**config.mk**
```make
export PLATFORM = sky130hd
export DESIGN_NAME = pwr_mode_seq
export DESIGN_NICKNAME = d
export VERILOG_FILES = /design/src/rtl/pms_pkg.sv /design/src/rtl/pms_wake_mux.sv /design/src/rtl/pms_wake_log.sv /design/src/rtl/pms_flash_ctl.sv /design/src/rtl/pms_fsm.sv /design/src/rtl/pwr_mode_seq.sv
export SDC_FILE = /design/constraint.sdc
export NUM_CORES = 1
export LEC_CHECK = 0
export BUFFER_PORTS_ARGS = -buffer_cell sky130_fd_sc_hd__buf_2
export CELL_PAD_IN_SITES_DETAIL_PLACEMENT = 2
export CELL_PAD_IN_SITES_GLOBAL_PLACEMENT = 2
export CORE_UTILIZATION = 19
export DETAILED_ROUTE_END_ITERATION = 10
export MAX_ROUTING_LAYER = met4
export PLACE_DENSITY = 0.71
export SETUP_SLACK_MARGIN = 0.4
export SLEW_MARGIN = 25
export SYNTH_ARGS = -nofsm -noshare
export SYNTH_HDL_FRONTEND = slang
export SYNTH_SLANG_ARGS = --single-unit
```
**constraint.sdc**
```tcl
create_clock -name clk -period 1.5 [get_ports clk]
set_input_delay 0.075 -clock clk [delete_from_list [all_inputs] [get_ports clk]]
set_output_delay 0.075 -clock clk [all_outputs]
set_load 0.1 [all_outputs]
```
**src/rtl/pms_pkg.sv**
```systemverilog
package pms_pkg;
  typedef enum logic [1:0] {
    MODE_RUN   = 2'd0,
    MODE_SLEEP = 2'd1,
    MODE_WAIT  = 2'd2
  } mode_e;

  typedef enum logic [1:0] {
    FL_READ = 2'd0,
    FL_STBY = 2'd1,
    FL_DPD  = 2'd2
  } flash_e;

  function automatic flash_e flpm_decode(input logic [1:0] f);
    case (f)
      2'd1:    return FL_DPD;
      2'd2:    return FL_READ;
      default: return FL_STBY;  // 0 and the reserved code
    endcase
  endfunction
endpackage

```
**src/rtl/pms_wake_mux.sv**
```systemverilog
module pms_wake_mux #(
  parameter int NPINS = 16,
  localparam int NSRC = NPINS + 3
) (
  input  logic [NPINS-1:0] wk_pin,
  input  logic [NPINS-1:0] wk_pin_en,
  input  logic             tamper_evt,
  input  logic             tamper_en,
  input  logic             rtc_alarm,
  input  logic             rtc_en,
  input  logic             rtt_alarm,
  input  logic             rtt_en,
  output logic [NSRC-1:0]  hit,
  output logic             any_hit
);
  for (genvar i = 0; i < NPINS; i++) begin : g_pin
    assign hit[i] = wk_pin[i] & wk_pin_en[i];
  end
  assign hit[NPINS]   = tamper_evt & tamper_en;
  assign hit[NPINS+1] = rtc_alarm & rtc_en;
  assign hit[NPINS+2] = rtt_alarm & rtt_en;
  assign any_hit      = |hit;
endmodule

```
**src/rtl/pms_wake_log.sv**
```systemverilog
module pms_wake_log #(
  parameter int NSRC = 19
) (
  input  logic            clk,
  input  logic            rst,
  input  logic            capture,
  input  logic [NSRC-1:0] hit,
  input  logic            clr,
  output logic [NSRC-1:0] status
);
  always_ff @(posedge clk) begin
    if (rst) status <= '0;
    else     status <= (clr ? '0 : status) | (capture ? hit : '0);
  end
endmodule

```
**src/rtl/pms_flash_ctl.sv**
```systemverilog
module pms_flash_ctl
  import pms_pkg::*;
(
  input  logic       clk,
  input  logic       rst,
  input  logic       enter_wait,
  input  logic       in_wait,
  input  logic [1:0] flpm,
  input  logic       restore,
  output logic [1:0] flash_mode,
  output logic       pend
);
  flash_e fl_q, fl_entry;
  assign fl_entry   = flpm_decode(flpm);
  assign flash_mode = fl_q;

  always_ff @(posedge clk) begin
    if (rst) begin
      fl_q <= FL_READ;
      pend <= 1'b0;
    end else if (enter_wait) begin
      fl_q <= fl_entry;
      pend <= (fl_entry != FL_READ);
    end else if (restore && !in_wait) begin
      fl_q <= FL_READ;
      pend <= 1'b0;
    end
  end
endmodule

```
**src/rtl/pms_fsm.sv**
```systemverilog
module pms_fsm
  import pms_pkg::*;
#(
  parameter int MCLK_W = 2
) (
  input  logic              clk,
  input  logic              rst,
  input  logic              req_wfi,
  input  logic              req_wfe,
  input  logic              cfg_lpm,
  input  logic              cfg_deep_sleep,
  input  logic              cfg_sleep_on_exit,
  input  logic              exc_return,
  input  logic              irq_pending,
  input  logic              evt_pending,
  input  logic              any_wake,
  input  logic [MCLK_W-1:0] sw_mclk_sel,
  output logic [1:0]        mode,
  output logic              core_clk_en,
  output logic              pio_hold,
  output logic [MCLK_W-1:0] mclk_sel,
  output logic              enter_wait,
  output logic              in_wait
);
  mode_e state_q, state_d;
  logic  via_wfe_q, via_wfe_d;

  assign mode    = state_q;
  assign in_wait = (state_q == MODE_WAIT);

  always_comb begin
    state_d    = state_q;
    via_wfe_d  = via_wfe_q;
    enter_wait = 1'b0;
    case (state_q)
      MODE_RUN: begin
        if (req_wfe && cfg_lpm && !cfg_deep_sleep) begin
          state_d    = MODE_WAIT;
          enter_wait = 1'b1;
        end else if (req_wfi || req_wfe) begin
          state_d   = MODE_SLEEP;
          via_wfe_d = !req_wfi;  // WFI takes priority for the wake rule
        end else if (exc_return && cfg_sleep_on_exit) begin
          state_d   = MODE_SLEEP;
          via_wfe_d = 1'b0;
        end
      end
      MODE_SLEEP: if (via_wfe_q ? evt_pending : irq_pending) state_d = MODE_RUN;
      MODE_WAIT:  if (any_wake) state_d = MODE_RUN;
      default:    state_d = MODE_RUN;
    endcase
  end

  always_ff @(posedge clk) begin
    if (rst) begin
      state_q     <= MODE_RUN;
      via_wfe_q   <= 1'b0;
      core_clk_en <= 1'b1;
      pio_hold    <= 1'b0;
      mclk_sel    <= '0;
    end else begin
      state_q     <= state_d;
      via_wfe_q   <= via_wfe_d;
      core_clk_en <= (state_d == MODE_RUN);
      pio_hold    <= (state_d == MODE_WAIT);
      if (state_q != MODE_WAIT) mclk_sel <= sw_mclk_sel;
    end
  end
endmodule

```
**src/rtl/pwr_mode_seq.sv**
```systemverilog
module pwr_mode_seq #(
  parameter int NPINS  = 16,
  parameter int MCLK_W = 2,
  localparam int NSRC  = NPINS + 3
) (
  input  logic              clk,
  input  logic              rst,
  input  logic              req_wfi,
  input  logic              req_wfe,
  input  logic              cfg_lpm,
  input  logic              cfg_deep_sleep,
  input  logic [1:0]        cfg_flpm,
  input  logic              cfg_sleep_on_exit,
  input  logic              exc_return,
  input  logic              irq_pending,
  input  logic              evt_pending,
  input  logic [NPINS-1:0]  wk_pin,
  input  logic [NPINS-1:0]  wk_pin_en,
  input  logic              tamper_evt,
  input  logic              tamper_en,
  input  logic              rtc_alarm,
  input  logic              rtc_en,
  input  logic              rtt_alarm,
  input  logic              rtt_en,
  input  logic [MCLK_W-1:0] sw_mclk_sel,
  input  logic              flash_restore,
  input  logic              wake_status_clr,
  output logic [1:0]        mode,
  output logic              core_clk_en,
  output logic              pio_hold,
  output logic [MCLK_W-1:0] mclk_sel,
  output logic [1:0]        flash_mode,
  output logic              flash_reconf_pend,
  output logic [NSRC-1:0]   wake_status
);
  logic [NSRC-1:0] hit;
  logic            any_hit, enter_wait, in_wait;

  pms_wake_mux #(.NPINS(NPINS)) u_mux (
    .wk_pin(wk_pin), .wk_pin_en(wk_pin_en),
    .tamper_evt(tamper_evt), .tamper_en(tamper_en),
    .rtc_alarm(rtc_alarm), .rtc_en(rtc_en),
    .rtt_alarm(rtt_alarm), .rtt_en(rtt_en),
    .hit(hit), .any_hit(any_hit)
  );

  pms_fsm #(.MCLK_W(MCLK_W)) u_fsm (
    .clk(clk), .rst(rst),
    .req_wfi(req_wfi), .req_wfe(req_wfe),
    .cfg_lpm(cfg_lpm), .cfg_deep_sleep(cfg_deep_sleep),
    .cfg_sleep_on_exit(cfg_sleep_on_exit), .exc_return(exc_return),
    .irq_pending(irq_pending), .evt_pending(evt_pending),
    .any_wake(any_hit), .sw_mclk_sel(sw_mclk_sel),
    .mode(mode), .core_clk_en(core_clk_en), .pio_hold(pio_hold),
    .mclk_sel(mclk_sel), .enter_wait(enter_wait), .in_wait(in_wait)
  );

  pms_flash_ctl u_flash (
    .clk(clk), .rst(rst), .enter_wait(enter_wait), .in_wait(in_wait),
    .flpm(cfg_flpm), .restore(flash_restore),
    .flash_mode(flash_mode), .pend(flash_reconf_pend)
  );

  pms_wake_log #(.NSRC(NSRC)) u_log (
    .clk(clk), .rst(rst), .capture(in_wait), .hit(hit),
    .clr(wake_status_clr), .status(wake_status)
  );
endmodule

```
==> out/summary.txt, run 1 <==
Outcome -> finished, violations left
Violations in the final reports -> negative setup slack
GRT Total Usage -> 17.2%
Vias/cell -> 4.68
Die width -> 80.8 µm
Number of max-cap violations -> 0
Relative slew slack -> 59.6%
Via count of the first global-routing pass -> 1,579
Number of buffers between clock root and the deepest sink -> 2
Peak supply drop -> 0.000403 V
CP Data Arrival Time -> 1.68 ns
Transition time of the tightest slew-check pin -> 0.606 ns
Synth area leaders -> sky130_fd_sc_hd__dfxtp_1 (49%), sky130_fd_sc_hd__a32oi_1 (15%), sky130_fd_sc_hd__nor2_1 (8.3%), sky130_fd_sc_hd__a22oi_1 (5.7%), sky130_fd_sc_hd__mux2i_1 (2.5%)
Worst hold path class -> in -> reg
Routed wire length -> 5440 µm
Via Count -> 1,431
Sequential-to-total area share from yosys stat -> 49.3%
Clock Latency Late Sink -> 0.28 ns
Number of register bits inferred by synthesis -> 29
Largest net degree at the start of global routing -> 29
Post-Route Skew -> 0.00463 ns
Total leakage power -> 1.01 nW
Number of buffers added to fix hold violations after cts -> 0
Final critical-path setup slack -> -0.0160 ns
Fraction of the mapped netlist area in compound gates -> 25.8%
Crit path time final -> 1.52 ns
Die height -> 80.8 µm
Unrepaired setup endpoints after global routing -> yes
Initial DRT Pass Iterations -> 4
Number of buffer and inverter instances along the worst setup path -> 0
Count of final max-slew check failures -> 0
Sort of element at the end of the critical path -> flip-flop
Final number of setup-violating endpoints -> 3
Core area -> 5960 µm²
Dominant combinational cell family by area after synthesis -> compound AO/OA/AOI/OAI gates
Overall die area -> 6520 µm²
Crit path kind -> reg -> reg
Antenna Diode Count -> 0
Portion of synthesized cell area occupied by the leading cell type -> 49.3%
CTS sink count -> 29
Num CTS Buffers -> 5
Req. time, crit path -> 1.67 ns
Post-synthesis mux area share -> 2.55%
Layout cells sized above 1 -> 59.7%
Level count of the clock H-tree -> 2
Max Clock Freq -> 660 MHz
Critical Path Max Stage Delay -> 0.43 ns
Library cell contributing the largest single delay on the critical path -> sky130_fd_sc_hd__or4_4
Gp weighted congestion -> 0.688
Adder and majority cell fraction of the synthesized area -> 2.12%
Number of placement rows -> 28
Per-cell routed wire length -> 17.8 µm
Leftover overflow at the end of global routing -> 0
Number of warnings reported in the yosys synthesis log -> 0
Final net count -> 286
Clock-pin slew reported for the worst setup and hold paths after clock tree synthesis -> 0.06 ns
Xor and xnor area share after synthesis -> 0%
Cell family with the largest share of critical-path delay -> simple AND/OR/NAND/NOR gates
Library cell used as clock root buffer -> sky130_fd_sc_hd__clkbuf_8
First-iteration detailed-routing DRC count -> 39
Antenna violations before repair -> 0
Type of origin of the critical path -> flip-flop
Boundary Pins -> 82
Number of buffer cells added on primary ports -> 81
Final HPWL DP -> 3340 µm
Effective utilization at floorplan -> 19.8%
Clock tree from TritonCTS -> done
List of cells traversed by the critical path -> nor2b_4 > nand3_2 > or4_4 > a221oi_2 > nor2_1
Post-synthesis average cell area -> 9.35 µm²
Power per cell area -> 821 nW/µm²
Cell area after synthesis -> 1180 µm²
Cells after Synth -> 126
First-pass GRT wire length -> 7940 µm
Post-Syn Nets -> 182
Hold violation count in the final report -> 0
Period utilisation layout -> 101%
Maximum net fanout on the critical path -> 4
Area added between synthesis and finish -> 92.5%
Cell accounting for the most synthesized area -> sky130_fd_sc_hd__dfxtp_1
Simple-gate area share of the yosys netlist -> 16.1%
Layout Utilization -> 38.1%
Post-placement worst setup slack -> -0.156 ns
Number of nets with antenna violations after routing -> 0
Distinct cell type count after synthesis -> 25
Number of remaining DRC errors -> 0
-- per-layer routing --
layer | up-vias | part of all wire [%] | track usage (%) | wire length, µm
li1 | 688 | - | - | -
met1 | 689 | 39 | 18.3 | 2110
met2 | 48 | 56 | 32.1 | 3030
met3 | 6 | 4.6 | 3.48 | 253
met4 | 0 | 0.88 | 4.29 | 48
met5 | - | 0 | - | 0
-- synth_stat cells --
library cell,n
sky130_fd_sc_hd__nand4_1,1
sky130_fd_sc_hd__nand2b_1,1
sky130_fd_sc_hd__nor2_1,26
sky130_fd_sc_hd__a21oi_1,3
sky130_fd_sc_hd__a221oi_1,1
sky130_fd_sc_hd__buf_4,1
sky130_fd_sc_hd__nand3_1,3
sky130_fd_sc_hd__nand3b_1,1
sky130_fd_sc_hd__a32oi_1,20
sky130_fd_sc_hd__o21a_1,1
sky130_fd_sc_hd__inv_1,3
sky130_fd_sc_hd__dfxtp_1,29
sky130_fd_sc_hd__mux2i_1,3
sky130_fd_sc_hd__or4_4,1
sky130_fd_sc_hd__ha_1,2
sky130_fd_sc_hd__clkinv_1,1
sky130_fd_sc_hd__clkbuf_1,7
sky130_fd_sc_hd__a22oi_1,9
sky130_fd_sc_hd__a211o_1,1
sky130_fd_sc_hd__nor2b_1,1
sky130_fd_sc_hd__nand2_1,7
sky130_fd_sc_hd__or4_1,1
sky130_fd_sc_hd__a221oi_2,1
sky130_fd_sc_hd__nor4_1,1
sky130_fd_sc_hd__a31oi_1,1
-- state kept, by name, indices dropped and copies added, names as in the netlist --
register            cells
u_flash.pend            1
u_fsm.core_clk_en       1
u_log.status           19
u_fsm.pio_hold          1
u_fsm.via_wfe_q         1
u_fsm.mclk_sel          2
u_fsm.mode              2
u_flash.flash_mode      2
-- per-stage QoR --
step | total power, mW | instances | instance area (µm²) | hold WS, ns | TNS, ns
2_1_floorplan | 1.01 | 126 | 1210 | 0.219 | -0.505
3_3_place_gp | 1.15 | 282 | 1730 | 0.311 | -0.250
3_5_place_dp | 1.16 | 282 | 1730 | 0.337 | -0.302
4_1_cts | 1.85 | 304 | 2150 | 0.0435 | 0
5_1_grt | 1.95 | 306 | 2270 | 0.0595 | -0.462
6_report | 1.86 | 306 | 2270 | 0.0408 | -0.0222
-- cells in the final DEF (no fill, tap or decap), types with 2 or more instances in the layout --
cell                       netlist  layout
sky130_fd_sc_hd__buf_4           1      34
sky130_fd_sc_hd__or4_4           1       2
sky130_fd_sc_hd__buf_12          0       4
sky130_fd_sc_hd__nand2_1         7       6
sky130_fd_sc_hd__inv_1           3       3
sky130_fd_sc_hd__clkbuf_8        0       5
sky130_fd_sc_hd__mux2i_1         3       3
sky130_fd_sc_hd__a21oi_1         3       2
sky130_fd_sc_hd__nor2_1         26      25
sky130_fd_sc_hd__ha_1            2       2
sky130_fd_sc_hd__buf_16          0       3
sky130_fd_sc_hd__dfxtp_4         0       2
sky130_fd_sc_hd__clkbuf_4        0       2
sky130_fd_sc_hd__a22oi_1         9       9
sky130_fd_sc_hd__a32oi_2         0      10
sky130_fd_sc_hd__a32oi_1        20      10
sky130_fd_sc_hd__clkinv_2        0       2
sky130_fd_sc_hd__buf_2           0      53
sky130_fd_sc_hd__nand3_2         0       3
sky130_fd_sc_hd__a221oi_2        1       2
sky130_fd_sc_hd__dfxtp_1        29      26
sky130_fd_sc_hd__buf_6           0       8
-- cell families after synthesis --
| kind of cell | count (synthesis) |
|---|---|
| simple gates | 43 |
| compound gates | 37 |
| flops | 29 |
| buf+inv | 12 |
| mux | 3 |
| fa+ha+maj | 2 |
-- worst register-to-register path, stage by stage (launching register included) --
cell	delay, ns
sky130_fd_sc_hd__dfxtp_4	0.37
sky130_fd_sc_hd__nor2b_4	0.17
sky130_fd_sc_hd__nand3_2	0.08
sky130_fd_sc_hd__or4_4	0.43
sky130_fd_sc_hd__a221oi_2	0.27
sky130_fd_sc_hd__nor2_1	0.07
-- area by class of cell --
type / instances / area, µm²
fill: 694 / 3690
clock buffer: 6 / 72.6
clock inverter: 2 / 10.0
timing repair buffer: 105 / 803
tap: 75 / 93.8
sequential: 29 / 589
inverter: 4 / 15.0
multi-input combinational: 85 / 684
-- power by group --
group	internal, mW	switching, mW	total, mW
Clock	0.321	0.302	0.623
Combinational	0.170	0.266	0.436
Sequential	0.787	0.0160	0.803
-- final timing paths --
path,start,endpoint,slack (ns),cells after the start
max,u_fsm.mode[1],u_fsm.core_clk_en,-0.02,5
min,sw_mclk_sel[0],u_fsm.mclk_sel[0],0.04,3
max reg2reg,u_fsm.mode[1],u_fsm.core_clk_en,-0.02,5
min reg2reg,u_flash.flash_mode[1],u_flash.flash_mode[1],0.48,2
-- what timing repair did --
action / in CTS / in global routing
pin swaps: 26 / 4
gates resized for setup: 49 / 21
cloned: 3 / 0
endpoints found under the setup margin: 55 / 33
setup buffers: 11 / 2
Note: power is estimated with default switching activity, not from simulation.
==> run 2, diff against run 1 <==
--- a/config.mk
+++ b/config.mk
@@ -6,8 +6,10 @@
 export NUM_CORES = 1
 export LEC_CHECK = 0
 export BUFFER_PORTS_ARGS = -buffer_cell sky130_fd_sc_hd__buf_2
+export CAP_MARGIN = 10
 export CELL_PAD_IN_SITES_DETAIL_PLACEMENT = 2
 export CELL_PAD_IN_SITES_GLOBAL_PLACEMENT = 2
+export CORE_MARGIN = 10
 export CORE_UTILIZATION = 19
 export DETAILED_ROUTE_END_ITERATION = 10
 export MAX_ROUTING_LAYER = met4
==> run 2 against run 1 <==
Net effect:
- highest routed layer unchanged
- the flow still finishes with violations (negative setup slack)
- via count rose by 0.49%
- combinational power grew 2%
- maximum frequency shrank 0.21%
- worst setup slack got worse by 0.0031 ns
==> out/summary.txt, run 2 (synthesis results as in run 1) <==
Outcome -> finished, violations left (unchanged)
Violations in the final reports -> negative setup slack (unchanged)
Number of placement rows -> 28 (unchanged)
Total leakage power -> 1.01 nW (about the same)
Routed wire length -> 6410 µm (was 5440 µm)
Leading cell types in the layout, fill and taps excluded -> sky130_fd_sc_hd__buf_2 (53), sky130_fd_sc_hd__buf_4 (36), sky130_fd_sc_hd__dfxtp_1 (26) (was sky130_fd_sc_hd__buf_2 (53), sky130_fd_sc_hd__buf_4 (34), sky130_fd_sc_hd__dfxtp_1 (26))
Sort of element at the end of the critical path -> flip-flop (unchanged)
Power Internal -> 1.33 mW (was 1.28 mW)
Number of cells after detailed placement -> 282 (unchanged)
List of cells traversed by the critical path -> nor2b_4 > nand3_2 > or4_4 > buf_4 > a221oi_2 (was nor2b_4 > nand3_2 > or4_4 > a221oi_2 > nor2_1)
Most common cell after layout, fill and taps aside -> sky130_fd_sc_hd__buf_2 (unchanged)
Die width -> 98.8 µm (was 80.8 µm)
Num CTS Buffers -> 5 (unchanged)
Transition time of the tightest slew-check pin -> 0.631 ns (was 0.606 ns)
Reg with most FFs -> u_log.status (unchanged)
Count of final max-slew check failures -> 0 (unchanged)
Switching power as a share of total power -> 30.7% (was 31.4%)
Initial DRT Pass Iterations -> 4 (unchanged)
Req. time, crit path -> 1.69 ns (was 1.67 ns)
Switching power of the nets -> 0.589 mW (was 0.584 mW)
Count of non-filler cells in the finished layout -> 304 (was 306)
Clock Latency Late Sink -> 0.28 ns (about the same)
CTS sink count -> 29 (unchanged)
Layout cells sized above 1 -> 59.8% (was 59.7%)
Critical hold path startpoint -> sw_mclk_sel[0] (unchanged)
Vias/cell -> 4.73 (was 4.68)
Worst reg-to-reg setup slack -> -0.02 ns (about the same)
Number of max-cap violations -> 0 (unchanged)
Number of buffers between clock root and the deepest sink -> 2 (unchanged)
Library cell used as clock root buffer -> sky130_fd_sc_hd__clkbuf_8 (unchanged)
Setup TNS Final -> -0.0669 ns (was -0.0222 ns)
Number of nets with antenna violations after routing -> 0 (unchanged)
Clock tree from TritonCTS -> done (unchanged)
Clk pwr share -> 35.0% (was 33.4%)
Number of remaining DRC errors -> 0 (unchanged)
Effective utilization at floorplan -> 19.8% (unchanged)
Part of the total power dissipated in sequential elements -> 41.9% (was 43.1%)
Overall die area -> 9750 µm² (was 6520 µm²)
Maximum net fanout on the critical path -> 3 (was 4)
Clock-pin slew reported for the worst setup and hold paths after clock tree synthesis -> 0.07 ns (was 0.06 ns)
Crit path kind -> reg -> reg (unchanged)
Peak supply drop -> 0.000285 V (was 0.000403 V)
Die height -> 98.8 µm (was 80.8 µm)
Number of buffer cells added on primary ports -> 81 (unchanged)
Period utilisation layout -> 101% (about the same)
Hold violation count in the final report -> 0 (unchanged)
Final HPWL DP -> 4160 µm (was 3340 µm)
Final number of setup-violating endpoints -> 4 (was 3)
Share of total power in combinational logic -> 23.1% (was 23.4%)
Max Clock Freq -> 658 MHz (was 660 MHz)
Relative slew slack -> 58.0% (was 59.6%)
First-iteration detailed-routing DRC count -> 48 (was 39)
Area added between synthesis and finish -> 93.7% (was 92.5%)
RR Startpoint -> u_fsm.mode[1] (unchanged)
Antenna Diode Count -> 0 (unchanged)
Power per cell area -> 839 nW/µm² (was 821 nW/µm²)
Number of flip-flops under the largest register name -> 19 (unchanged)
Antenna violations before repair -> 0 (unchanged)
Type of origin of the critical path -> flip-flop (unchanged)
Gp weighted congestion -> 0.645 (was 0.688)
Leftover overflow at the end of global routing -> 0 (unchanged)
Source of the critical timing path -> u_fsm.mode[1] (unchanged)
Depth of the most critical reg-to-reg path -> 5 (unchanged)
Library cell contributing the largest single delay on the critical path -> sky130_fd_sc_hd__or4_4 (unchanged)
Unrepaired setup endpoints after global routing -> yes (unchanged)
Post-Route Skew -> 0.00889 ns (was 0.00463 ns)
Level count of the clock H-tree -> 2 (unchanged)
Final net count -> 284 (was 286)
Crit path time final -> 1.52 ns (about the same)
Per-cell routed wire length -> 21.1 µm (was 17.8 µm)
CP Data Arrival Time -> 1.71 ns (was 1.68 ns)
Critical Path Max Stage Delay -> 0.46 ns (was 0.43 ns)
Hold worst-path end -> u_fsm.mclk_sel[0] (unchanged)
Via Count -> 1,438 (was 1,431)
Largest net degree at the start of global routing -> 29 (unchanged)
Worst hold slack -> 0.0509 ns (was 0.0408 ns)
Via count of the first global-routing pass -> 1,657 (was 1,579)
R2r endpoint -> u_fsm.pio_hold (was u_fsm.core_clk_en)
Core area -> 5960 µm² (unchanged)
First-pass GRT wire length -> 9270 µm (was 7940 µm)
Final critical-path setup slack -> -0.0192 ns (was -0.0160 ns)
GRT Total Usage -> 12.3% (was 17.2%)
Boundary Pins -> 82 (unchanged)
Worst hold path cell count -> 3 (unchanged)
Worst hold path class -> in -> reg (unchanged)
[run 2: how the worst max path moves through the flow]
stage,end,cells after the start
floorplan,u_fsm.core_clk_en,6
finish,u_fsm.pio_hold,5
CTS,u_fsm.core_clk_en,5
detailed placement,u_fsm.core_clk_en,6
global route,u_fsm.core_clk_en,5
global placement,u_fsm.core_clk_en,6
[run 2: layout make-up]
type | instances | area, µm²
sequential | 29 | 589
fill | 667 | 3670
timing repair buffer | 103 | 777
clock buffer | 8 | 90.1
tap | 75 | 93.8
inverter | 4 | 15.0
multi-input combinational | 85 | 718
[run 2: worst max-delay path: cells and delay by family, from the launching register on]
family | cells | cell delay [ns]
DFF | 1 | 0.37
and+or+nand+nor | 3 | 0.69
AOI/OAI and AO/OA | 1 | 0.21
buffers and inverters | 1 | 0.16
[run 2: power groups by stage]
stage                     registers, mW  logic, mW  clock network, mW
after global placement            0.814      0.339                  0
after floorplan                   0.931     0.0800                  0
after CTS                         0.800      0.402              0.696
after detailed placement          0.815      0.346                  0
after global routing              0.804      0.472              0.734
final                             0.802      0.443              0.671
[run 2: layer usage]
| layer | global-route usage (%) | part of all wire (%) | wire length [µm] |
|---|---|---|---|
| met3 | 3.21 | 4.7 | 300 |
| met2 | 21.3 | 55 | 3540 |
| met1 | 13.4 | 39 | 2490 |
| met4 | 3.64 | 1.2 | 77 |
| met5 | - | 0 | 0 |
[run 2: per-stage QoR]
stage               utilization (%)  worst slack (ns)  instance area [µm²]  power (mW)
finish                         38.3           -0.0192                 2280        1.92
global route                   38.3            -0.109                 2280        2.01
CTS                            35.7            0.0521                 2130        1.90
detailed placement             29.0            -0.154                 1730        1.16
global placement               29.0            -0.126                 1730        1.15
floorplan                         -            -0.211                 1210        1.01
[run 2: repair_timing]
action,4_1_cts,5_1_grt
setup buffers,8,3
hold buffers,0,0
gates cloned,3,0
setup endpoints to repair,57,31
resized for setup,51,23
pin swaps,23,9
==> run 3, diff against run 2 <==
--- a/config.mk
+++ b/config.mk
@@ -15,6 +15,7 @@
 export MAX_ROUTING_LAYER = met4
 export PLACE_DENSITY = 0.71
 export SETUP_SLACK_MARGIN = 0.4
+export SKIP_LAST_GASP = 1
 export SLEW_MARGIN = 25
 export SYNTH_ARGS = -nofsm -noshare
 export SYNTH_HDL_FRONTEND = slang
==> run 3 against run 2 <==
Net effect:
- the run still ends with negative setup slack left
- design area down 0.16%
- utilization down 0.063 points
- critical path depth unchanged
- count of clock-buffer cells in the layout unchanged
- non-clock buffer count unchanged
- clock skew up 0.0020 ns
- first-iteration DRC count down 13%
- global-route usage unchanged
- critical endpoint is now u_fsm.core_clk_en
==> out/summary.txt, run 3 (synthesis results as in run 1) <==
Outcome -> finished, violations left (unchanged)
Violations in the final reports -> negative setup slack (unchanged)
Number of buffers between clock root and the deepest sink -> 2 (unchanged)
Count of non-filler cells in the finished layout -> 304 (unchanged)
Die width -> 98.8 µm (unchanged)
Number of buffers added to fix hold violations after cts -> 0 (unchanged)
Relative slew slack -> 58.1% (was 58.0%)
Count of final max-slew check failures -> 0 (unchanged)
Boundary Pins -> 82 (unchanged)
CTS sink count -> 29 (unchanged)
First-iteration detailed-routing DRC count -> 42 (was 48)
Type of origin of the critical path -> flip-flop (unchanged)
CP Data Arrival Time -> 1.69 ns (was 1.71 ns)
Level count of the clock H-tree -> 2 (unchanged)
Reg with most FFs -> u_log.status (unchanged)
Transition time of the tightest slew-check pin -> 0.629 ns (was 0.631 ns)
Sort of element at the end of the critical path -> flip-flop (unchanged)
Total leakage power -> 1.01 nW (about the same)
Post-Route Skew -> 0.0109 ns (was 0.00889 ns)
Switching power of the nets -> 0.589 mW (about the same)
Layout cells sized above 1 -> 59.8% (unchanged)
First-pass GRT wire length -> 9270 µm (unchanged)
Most common cell after layout, fill and taps aside -> sky130_fd_sc_hd__buf_2 (unchanged)
Leading cell types in the layout, fill and taps excluded -> sky130_fd_sc_hd__buf_2 (53), sky130_fd_sc_hd__buf_4 (37), sky130_fd_sc_hd__dfxtp_1 (26) (was sky130_fd_sc_hd__buf_2 (53), sky130_fd_sc_hd__buf_4 (36), sky130_fd_sc_hd__dfxtp_1 (26))
Share of total power in combinational logic -> 23.0% (was 23.1%)
Num CTS Buffers -> 5 (unchanged)
Clock Latency Late Sink -> 0.28 ns (about the same)
Period utilisation layout -> 101% (about the same)
RR Startpoint -> u_fsm.mode[1] (unchanged)
Routed wire length -> 6380 µm (was 6410 µm)
Worst hold path class -> in -> reg (unchanged)
Number of nets with antenna violations after routing -> 0 (unchanged)
Number of buffer cells added on primary ports -> 81 (unchanged)
Maximum net fanout on the critical path -> 3 (unchanged)
Clock-pin slew reported for the worst setup and hold paths after clock tree synthesis -> 0.07 ns (about the same)
Post-placement worst setup slack -> -0.154 ns (unchanged)
Leftover overflow at the end of global routing -> 0 (unchanged)
Switching power as a share of total power -> 30.8% (was 30.7%)
Worst hold path cell count -> 3 (unchanged)
Effective utilization at floorplan -> 19.8% (unchanged)
Largest net degree at the start of global routing -> 29 (unchanged)
Part of the total power dissipated in sequential elements -> 41.8% (was 41.9%)
Number of cells after detailed placement -> 282 (unchanged)
Library cell used as clock root buffer -> sky130_fd_sc_hd__clkbuf_8 (unchanged)
Unrepaired setup endpoints after global routing -> yes (unchanged)
Max Clock Freq -> 657 MHz (was 658 MHz)
Final net count -> 284 (unchanged)
Crit path time final -> 1.52 ns (about the same)
Core area -> 5960 µm² (unchanged)
Via count of the first global-routing pass -> 1,657 (unchanged)
Overall die area -> 9750 µm² (unchanged)
Number of remaining DRC errors -> 0 (unchanged)
Critical hold path startpoint -> sw_mclk_sel[0] (unchanged)
Area added between synthesis and finish -> 93.4% (was 93.7%)
R2r endpoint -> u_fsm.core_clk_en (was u_fsm.pio_hold)
Clk pwr share -> 35.1% (was 35.0%)
Antenna violations before repair -> 0 (unchanged)
Final HPWL DP -> 4160 µm (unchanged)
Peak supply drop -> 0.000285 V (about the same)
Final number of setup-violating endpoints -> 4 (unchanged)
Per-cell routed wire length -> 21.0 µm (was 21.1 µm)
Crit path kind -> reg -> reg (unchanged)
Final critical-path setup slack -> -0.0217 ns (was -0.0192 ns)
Antenna Diode Count -> 0 (unchanged)
Vias/cell -> 4.70 (was 4.73)
Initial DRT Pass Iterations -> 4 (unchanged)
Via Count -> 1,428 (was 1,438)
Layout Utilization -> 38.3% (about the same)
Req. time, crit path -> 1.67 ns (was 1.69 ns)
Hold worst-path end -> u_fsm.mclk_sel[0] (unchanged)
Power per cell area -> 840 nW/µm² (was 839 nW/µm²)
GRT Total Usage -> 12.3% (unchanged)
Clock tree from TritonCTS -> done (unchanged)
Power Internal -> 1.33 mW (about the same)
Depth of the most critical reg-to-reg path -> 5 (unchanged)
Hold violation count in the final report -> 0 (unchanged)
Worst reg-to-reg setup slack -> -0.02 ns (about the same)
Die height -> 98.8 µm (unchanged)
Number of flip-flops under the largest register name -> 19 (unchanged)
Number of placement rows -> 28 (unchanged)
Number of max-cap violations -> 0 (unchanged)
Gp weighted congestion -> 0.645 (unchanged)
==> run 3: cell counts in the layout (fill, tap and decap cells not counted) <==
No cell type changed its count.
==> run 3: critical path, cell delays in order, from the launching register on <==
cell and delay, ns:
sky130_fd_sc_hd__dfxtp_4 0.37, sky130_fd_sc_hd__nor2b_4 0.15, sky130_fd_sc_hd__nand3_2 0.07, sky130_fd_sc_hd__or4_4 0.46, sky130_fd_sc_hd__a221oi_4 0.27, sky130_fd_sc_hd__nor2_1 0.09
==> run 3: worst max-delay path by stage <==
stage	startpoint	end	cells after the start
6_report	u_fsm.mode[1]	u_fsm.core_clk_en	5
5_1_grt	u_fsm.mode[1]	u_fsm.core_clk_en	5
4_1_cts	u_fsm.mode[1]	u_fsm.core_clk_en	5
3_5_place_dp	tamper_evt	u_fsm.core_clk_en	6
3_3_place_gp	tamper_evt	u_fsm.core_clk_en	6
2_1_floorplan	u_fsm.mode[1]	u_fsm.core_clk_en	6
==> run 3: cell type report <==
class	instances	area (µm²)
multi-input cells	85	718
clock buffers	8	90.1
fillers	668	3680
well taps	75	93.8
flip-flops and latches	29	589
repair buffers	103	773
inverters	4	15.0
==> run 3: layer usage <==
layer	up-vias	part of all wire, %	track usage (%)
met2	48	55	21.3
met4	0	0.66	3.64
met5	-	0	-
met3	6	5.2	3.21
li1	684	-	-
met1	690	39	13.4
==> run 3: repair_timing <==
item,4_1_cts,5_1_grt
cloned,3,0
pin swaps,23,9
buffers inserted,8,3
gates resized for setup,51,22
setup endpoints to repair,57,31
==> run 3: metrics by stage <==
step / hold slack (ns) / power [mW] / cell area (µm²) / setup TNS (ns)
floorplan: 0.219 / 1.01 / 1210 / -0.505
global placement: 0.312 / 1.15 / 1730 / -0.255
detailed placement: 0.347 / 1.16 / 1730 / -0.348
CTS: 0.0540 / 1.90 / 2130 / 0
global route: 0.0734 / 2.01 / 2280 / -0.402
finish: 0.0526 / 1.92 / 2280 / -0.0546
==> run 3: power groups by stage <==
| stage | clock network (mW) | logic (mW) | registers (mW) |
|---|---|---|---|
| 3_3_place_gp | 0 | 0.339 | 0.814 |
| 5_1_grt | 0.734 | 0.469 | 0.804 |
| 6_report | 0.673 | 0.441 | 0.802 |
| 3_5_place_dp | 0 | 0.346 | 0.815 |
| 4_1_cts | 0.696 | 0.402 | 0.800 |
| 2_1_floorplan | 0 | 0.0800 | 0.931 |
